### src/rtl/task_reg_cache.sv
module task_reg_cache #(
  parameter int SEL_W  = 16,
  parameter int BASE_W = 32,
  parameter int LIM_W  = 16,
  parameter int ATTR_W = 8,
  parameter int TI_BIT = 2,
  parameter logic [LIM_W-1:0] LIMIT_RST = '1
) (
  input  logic              clk,
  input  logic              rst_n,
  input  logic              ld_req,
  input  logic [1:0]        ld_cpl,
  input  logic [SEL_W-1:0]  ld_sel,
  input  logic [BASE_W-1:0] ld_base,
  input  logic [LIM_W-1:0]  ld_limit,
  input  logic [ATTR_W-1:0] ld_attr,
  input  logic              sw_upd,
  input  logic [SEL_W-1:0]  sw_sel,
  input  logic [BASE_W-1:0] sw_base,
  input  logic [LIM_W-1:0]  sw_limit,
  input  logic [ATTR_W-1:0] sw_attr,
  input  logic              rd_req,
  output logic              rd_valid,
  output logic [SEL_W-1:0]  rd_sel,
  output logic [BASE_W-1:0] tss_base,
  output logic [LIM_W-1:0]  tss_limit,
  output logic [ATTR_W-1:0] tss_attr,
  output logic              fault,
  output logic [SEL_W-1:0]  fault_code
);

  localparam logic [SEL_W-1:0] RPL_MASK = {{(SEL_W-2){1'b1}}, 2'b00};

  logic [SEL_W-1:0] sel_q;
  logic             ld_live, ld_ok, ld_bad;

  assign ld_live = ld_req & ~sw_upd;
  assign ld_ok   = ld_live & (ld_cpl == 2'd0) & ~ld_sel[TI_BIT];
  assign ld_bad  = ld_live & ~ld_ok;

  always_ff @(posedge clk or negedge rst_n) begin
    if (!rst_n) begin
      sel_q     <= '0;
      tss_base  <= '0;
      tss_limit <= LIMIT_RST;
      tss_attr  <= '0;
    end else if (sw_upd) begin
      sel_q     <= sw_sel;
      tss_base  <= sw_base;
      tss_limit <= sw_limit;
      tss_attr  <= sw_attr;
    end else if (ld_ok) begin
      sel_q     <= ld_sel;
      tss_base  <= ld_base;
      tss_limit <= ld_limit;
      tss_attr  <= ld_attr;
    end
  end

  always_ff @(posedge clk or negedge rst_n) begin
    if (!rst_n) begin
      fault      <= 1'b0;
      fault_code <= '0;
    end else begin
      fault      <= ld_bad;
      fault_code <= ld_bad ? (ld_sel & RPL_MASK) : '0;
    end
  end

  always_ff @(posedge clk or negedge rst_n) begin
    if (!rst_n) begin
      rd_valid <= 1'b0;
      rd_sel   <= '0;
    end else begin
      rd_valid <= rd_req;
      rd_sel   <= rd_req ? sel_q : '0;
    end
  end

  p_load_ok_r2: assert property (@(posedge clk) disable iff (!rst_n)
    (ld_req && !sw_upd && ld_cpl == 2'd0 && !ld_sel[TI_BIT]) |=>
      (tss_base == $past(ld_base) && tss_limit == $past(ld_limit) && !fault));

  p_cpl_reject_r3: assert property (@(posedge clk) disable iff (!rst_n)
    (ld_req && !sw_upd && ld_cpl != 2'd0) |=>
      (fault && $stable(tss_base) && $stable(tss_limit) && $stable(tss_attr)));

  p_local_reject_r4: assert property (@(posedge clk) disable iff (!rst_n)
    (ld_req && !sw_upd && ld_sel[TI_BIT]) |=>
      (fault && fault_code[1:0] == 2'b00 && $stable(tss_base)));

  p_switch_r5: assert property (@(posedge clk) disable iff (!rst_n)
    sw_upd |=> (tss_base == $past(sw_base) && tss_attr == $past(sw_attr) && !fault));

  p_clash_r6: assert property (@(posedge clk) disable iff (!rst_n)
    (sw_upd && ld_req) |=> (tss_limit == $past(sw_limit) && !fault));

  p_read_r7: assert property (@(posedge clk) disable iff (!rst_n)
    rd_req |=> rd_valid);

  p_idle_r8: assert property (@(posedge clk) disable iff (!rst_n)
    (!ld_req && !sw_upd) |=>
      ($stable(tss_base) && $stable(tss_limit) && $stable(tss_attr) && !fault));

endmodule

### config.mk
export PLATFORM = sky130hd
export DESIGN_NAME = task_reg_cache
export DESIGN_NICKNAME = d
export VERILOG_FILES = /design/src/rtl/task_reg_cache.sv
export SDC_FILE = /design/constraint.sdc
export NUM_CORES = 1
export LEC_CHECK = 0
export ABC_AREA = 0
export ABC_CLOCK_PERIOD_IN_PS = 1600
export CELL_PAD_IN_SITES_DETAIL_PLACEMENT = 0
export CELL_PAD_IN_SITES_GLOBAL_PLACEMENT = 1
export CORE_MARGIN = 5
export CORE_UTILIZATION = 45
export CTS_BUF_LIST = sky130_fd_sc_hd__clkbuf_16
export DETAILED_ROUTE_END_ITERATION = 8
export DONT_BUFFER_PORTS = 1
export GPL_TIMING_DRIVEN = 0
export PLACE_DENSITY_LB_ADDON = 0.1
export SLEW_MARGIN = 40
export SYNTH_ARGS = -nofsm -noshare
export SYNTH_HDL_FRONTEND = slang
export SYNTH_SLANG_ARGS = --single-unit
### constraint.sdc
create_clock -name clk -period 1.6 [get_ports clk]
set_input_delay 0.16 -clock clk [delete_from_list [all_inputs] [get_ports clk]]
set_output_delay 0.16 -clock clk [all_outputs]
set_load 0.01 [all_outputs]
==> impl_results.md, run 1 <==
* Die footprint at 0.0121 mm^2
* Postcts setup bufs at 0
* Seq/Total Area, Yosys at 58.1%
* I/O pin total at 241
* Clock latency at the later pin of the worst-skew pair at 330 ps
* Die height at 110 um
* Synth warn at 0
* Max Slew Vio Count at 0
* Detailed Routing Iterations Pass 1 at 4
* CTS buffer count at 9
* HPWL after DPL at 7430 um
* Critical path capture point type: flop
* Port buffer count at 0
* Initial core utilization at 46.2%
* Max-cap viol count at 0
* Worst-margin pin slew at 500 ps
* Crit Path Class: in -> reg
* RSZ-0062 raised after global routing: no
* Total GRT Usage at 16.4%
* Met2 wire len at 5280 um
* Max Fclk at 854 MHz
* Vias in the first global route at 2,679
* Max layer used: met4
* Pwr/cell area at 1130 mW/mm^2
* Nets at 483
* Final ANT Viol Nets at 0
* Initial DRC count at 86
* Leak at 2.18 nW
* Root Buffer: clkbuf_16
* Die Width at 110 um
* Via Count at 2,492
* Core Region at 0.00977 mm^2
* Largest net degree at the start of global routing at 105
* Worst reg-to-reg path cell count at 1
* Hold WC Path Type: in -> async
* Total wire length at 10,200 um
* Max Buffers Root-to-Sink at 2
* TritonCTS clock tree: built
* Drt wl/cell at 21.7 um
* Grt total ovfl at 0
* H-tree Lvls at 3
* Arrival time worst endpoint at 1380 ps
* Clock sink count at 104
* Startpoint types: input port
* Setup TNS at 0 ps
* Slew HR at 66.4%
* CTS Hold Bufs at 16
* Crit Path Max Fanout at 10
* # rows at 36
* Met3 WL post-DR at 1040 um
* Drc violations at 0
* Vias per cell at 5.29
* Period utilization at 73.1%
* Failing checks: negative hold slack
* Worst EP required at 1810 ps
* Routability-driven placement congestion ratio at 0.726
* Avg Synthesized Cell Area at 14.8 um^2
* Initial antenna violation count at 1
* Met1 Wirelength at 3800 um
* Layout area overhead at 13.3%
* Clock Pin Slew Worst Setup and Hold Paths at 70 ps
* # placed instances at 438
* Placed cell areas at 0.00468 mm^2
* Yosys reg bits at 104
* Layout cells sized above 1 at 48.7%
* Final core utilization at 52.3%
* Post-CTS sizing at 0
* Count of different cell masters after synthesis at 16
* Hold WS at -482 ps
* Status: complete, but fails checks
* Final Critical Period at 1170 ps
* Final Setup Violations at 0
* Post-Synthesis Cells at 304
* Finished Cell Area at 0.00511 mm^2
* Peak supply drop at 0.467 mV
* Final non-filler cell total at 471
* Clock skew at 3.21 ps
* Endpoints failing hold at 104
* Synthesized area at 0.00451 mm^2
* First-pass GRT wire length at 14,900 um
-- power breakdown --
group / leakage (nW) / internal [mW] / switching [mW]
combinational: 0.788 / 0.377 / 0.204
sequential: 1.25 / 2.95 / 0.296
clock: 0.135 / 1.04 / 0.918
total: 2.18 / 4.36 / 1.42
-- registers in the layout (all words and copies together), names as in the netlist --
name        cells
rd_sel         16
sel_q          16
tss_limit      16
fault           1
tss_attr        8
fault_code     14
rd_valid        1
tss_base       32
-- worst paths after layout --
path	end	slack, ps	start
setup / recovery	tss_base[27]	430	sw_upd
min in group clk	fault_code[2]	40	ld_req
hold reg to reg	rd_sel[0]	490	sel_q[0]
hold / removal	fault	-480	rst_n
max in group asynchronous	tss_limit[6]	1850	rst_n
setup reg to reg	sel_q[14]	770	sel_q[14]
-- cells in the mapped netlist, drive strengths merged --
cell	instances	area, um^2
mux2	116	1310
dfrtp	88	2200
and2	42	263
buf	16	100
dfstp	16	420
a221o	13	130
clkbuf	4	15.0
nor2	2	7.51
a21oi	1	16.3
a22o	1	8.76
conb	1	3.75
inv	1	3.75
nand2b	1	6.26
nor3	1	16.3
nor4	1	12.5
-- stage by stage --
step	total power, mW	hold slack (ps)	worst slack (ps)
5_1_grt	6.09	-510	353
3_3_place_gp	3.84	-133	64.7
3_5_place_dp	3.85	-134	43.8
4_1_cts	5.88	-498	394
6_report	5.78	-482	430
2_1_floorplan	3.69	-136	291
-- final cells by class --
type	count	area, um^2
fillers	863	4660
flip-flops and latches	104	2620
multi-input cells	180	1770
clock buffers	9	225
well taps	133	166
repair buffers	16	160
plain buffers	20	115
clock inverters	7	41.3
inverters	1	3.75
diodes	1	2.50
-- critical path, cell delays in order --
cell and delay, ps:
buf_4 180, clkbuf_1 400, mux2_2 390, mux2_2 260
-- cell families after synthesis --
family	Yosys count	share of synthesized area [%]
other	1	0.0831
AO/OA/AOI/OAI	15	3.44
buffers and inverters	21	2.63
multiplexers	116	29.0
AND/OR/NAND/NOR	47	6.77
flip-flops	104	58.1
-- placed cells by master (no fill, tap or decap) --
cell           count
a21oi_4            1
a221o_1           13
a22o_1             1
and2_1            42
buf_2              8
buf_4              8
clkbuf_1           4
clkbuf_16          9
clkinv_1           1
clkinv_2           1
clkinv_4           2
clkinvlp_4         1
conb_1             2
dfrtp_1           88
dfstp_2           16
diode_2            1
dlygate4sd3_1     16
inv_1              3
mux2_2           116
nand2b_1           1
nor2_1             2
nor3_4             1
nor4_2             1
-- per-layer routing --
| layer | GRT usage, % | up-vias |
|---|---|---|
| met1 | 19.8 | 1227 |
| li1 | - | 1123 |
| met2 | 27.2 | 133 |
| met4 | 5.72 | 0 |
| met3 | 6.00 | 9 |
| met5 | 0 | - |
Note: power is estimated with default switching activity, not from simulation.
==> run 2: changes to the inputs <==
ABC_AREA = 1   (was 0)
ABC_CLOCK_PERIOD_IN_PS = 1000   (was 1600)
CORE_UTILIZATION = 39   (was 45)
clock period = 1 ns   (was 1.6 ns; I/O delays follow)
==> run 2 against run 1 <==
  * The flow finishes with violations (negative hold slack, negative setup slack)
  * Final area increased by 32%
  * Area after synthesis is 7.7% higher
  * Flip-flop and latch count did not move
  * Utilization is 3.4 points higher
  * Sequential share of layout area decreased by 12 points
  * Global-route usage grew 4.3 points
  * Die area up 22%
  * Synthesized cell count is 110% higher
  * Via count increased by 85%
  * Clock-buffer cell count did not move
  * Clock power is 60% higher
  * Critical path type is now reg -> out
  * Largest cell class unchanged
==> impl_results.md, run 2 <==
* Failing checks: negative hold slack, negative setup slack
* Peak supply drop at 0.735 mV
* Reg2reg end: tss_limit[12]
* Avg Synthesized Cell Area at 7.68 um^2
* Post-synth EDFFs at 0
* Arrival time worst endpoint at 920 ps
* Port buffer count at 0
* Routability-driven placement congestion ratio at 0.753
* Root Buffer: clkbuf_16
* Leak at 3.67 nW
* Nets at 937
* Post-Synthesis Cells at 633
* CTS Hold Bufs at 141
* Die Width at 122 um
* Vias per cell at 4.81
* Post-CTS sizing at 0
* Synth warn at 0
* Final ANT Viol Nets at 0
* Layout area overhead at 38.9%
* Primary FF master, synth: dfrtp_1
* Clock Pin Slew Worst Setup and Hold Paths at 70 ps
* Final Critical Period at 1020 ps
* Reg area at 0.00262 mm^2
* Max FFs per register at 32
* Synthesized area at 0.00486 mm^2
* Startpoint types: flop
* Hold WS at -552 ps
* Initial DRC count at 189
* Clock latency at the later pin of the worst-skew pair at 340 ps
* Area contributors post-synth: dfrtp_1 45%, nand2_1 27%, dfstp_2 8.7%
* I/O pin total at 241
* Critical path capture point type: output pin
* FFs w/ async S/R, synth at 100%
* CTS buffer count at 9
* Worst reg-to-reg path cell count at 2
* Grt total ovfl at 0
* H-tree Lvls at 3
* Initial core utilization at 40.1%
* # rows at 40
* Period utilization at 102%
* Layout cells sized above 1 at 9.48%
* Hold WC Path Type: in -> async
* Initial antenna violation count at 0
* Die footprint at 0.0148 mm^2
* Crit Path Class: reg -> out
* Yosys reg bits at 104
* Max-cap viol count at 0
* Pwr/cell area at 1440 mW/mm^2
* R2R Setup Slk at 200 ps
* Clock skew at 7.44 ps
* First-pass GRT wire length at 24,000 um
* Via Count at 4,616
* Switch share at 27.5%
* Internal at 7.07 mW
* Final core utilization at 55.7%
* Biggest area consumer among synthesized cells: dfrtp_1
* Worst EP required at 900 ps
* Fin worst setup slack at -15.3 ps
* Core Region at 0.0121 mm^2
* Max Buffers Root-to-Sink at 2
* Clock sink count at 104
* Biggest register: tss_base
* TritonCTS clock tree: built
* RSZ-0062 raised after global routing: yes
* Switch Pwr at 2.68 mW
* Most common cell after layout, fill and taps aside: nand2_1
* Total wire length at 15,600 um
* Final non-filler cell total at 960
* Placed cell areas at 0.00507 mm^2
* Die height at 122 um
* Seq/Total Area, Yosys at 54.0%
* Comb power frac at 15.1%
* Drt wl/cell at 16.3 um
* Drc violations at 0
* Fillers at 1,121
* Postcts setup bufs at 0
* Vias in the first global route at 4,840
* Detailed Routing Iterations Pass 1 at 4
* Count of different cell masters after synthesis at 16
* Power share of the sequential group at 52.6%
* Crit Path Max Fanout at 2
* CP Depth at 0
* Max Slew Vio Count at 0
* Total GRT Usage at 20.7%
* Finished Cell Area at 0.00675 mm^2
* Status: complete, but fails checks
* Count leader, synth: nand2_1
* Max Fclk at 985 MHz
* HPWL after DPL at 10,300 um
* Multi-input combinational cell area at 0.00182 mm^2
* # placed instances at 802
* Worst Setup SP: tss_limit[0]
* Post-synth top area share at 45.3%
* Worst flop-to-flop path startpoint: tss_limit[12]
* Endpoints failing hold at 104
* Final Setup Violations at 16
* CP endpoint: tss_limit[0]
* Commonest cells after routing, fill and taps aside: 347 x nand2_1, 141 x dlygate4sd3_1, 88 x dfrtp_1
* Clk network pwr share at 32.2%
* Setup TNS at -138 ps
* Post-synth top cells: 347 x nand2_1, 88 x dfrtp_1, 72 x nand3_1, 31 x inv_1, 22 x buf_2
* Largest net degree at the start of global routing at 105
run 2: worst min path at each step:
stage | startpoint | end | slack, ps | cells past startpoint
detailed placement | rst_n | rd_sel[2] | -190 | 0
finish | rst_n | tss_base[30] | -550 | 0
global route | rst_n | tss_base[25] | -570 | 0
global placement | rst_n | tss_base[30] | -190 | 0
CTS | rst_n | tss_base[30] | -570 | 0
floorplan | rst_n | fault | -200 | 0
run 2: cells by family (layout without fill, tap and decap cells):
group           Yosys count  in the layout  synth area share, %
flops                   104            104                 54.0
other cells               1              3               0.0772
compound gates           13             13                 1.34
buf+inv                  76            233                 8.58
simple gates            439            439                 36.0
run 2: power by group through the flow:
stage,clock [mW],sequential [mW],combinational [mW]
3_3_place_gp,0,5.21,0.994
2_1_floorplan,0,5.08,0.806
6_report,3.14,5.13,1.47
3_5_place_dp,0,5.21,1.02
5_1_grt,3.40,5.18,1.66
4_1_cts,3.26,5.14,1.46
run 2: routing by layer:
layer	track usage [%]	vias up	routed length [um]
met5	0	-	0
met4	11.1	0	598
met3	5.43	42	1260
met2	34.5	203	7470
met1	24.4	2138	6280
li1	-	2233	-
run 2: stage by stage:
| step | hold WS (ps) | power [mW] | setup slack [ps] |
|---|---|---|---|
| after global placement | -193 | 6.21 | -63.2 |
| after floorplan | -196 | 5.89 | 203 |
| after global routing | -571 | 10.2 | -40.0 |
| final | -552 | 9.75 | -15.3 |
| after CTS | -568 | 9.87 | -33.5 |
| after detailed placement | -193 | 6.23 | -86.6 |
run 2: area by class of cell:
type,instances,share of cell area (%)
diodes,1,0.0371
plain buffers,44,4.36
clock buffers,9,3.34
clock inverters,7,0.538
inverters,32,1.82
multi-input cells,454,27.0
flip-flops and latches,104,38.9
well taps,168,3.12
repair buffers,141,20.9
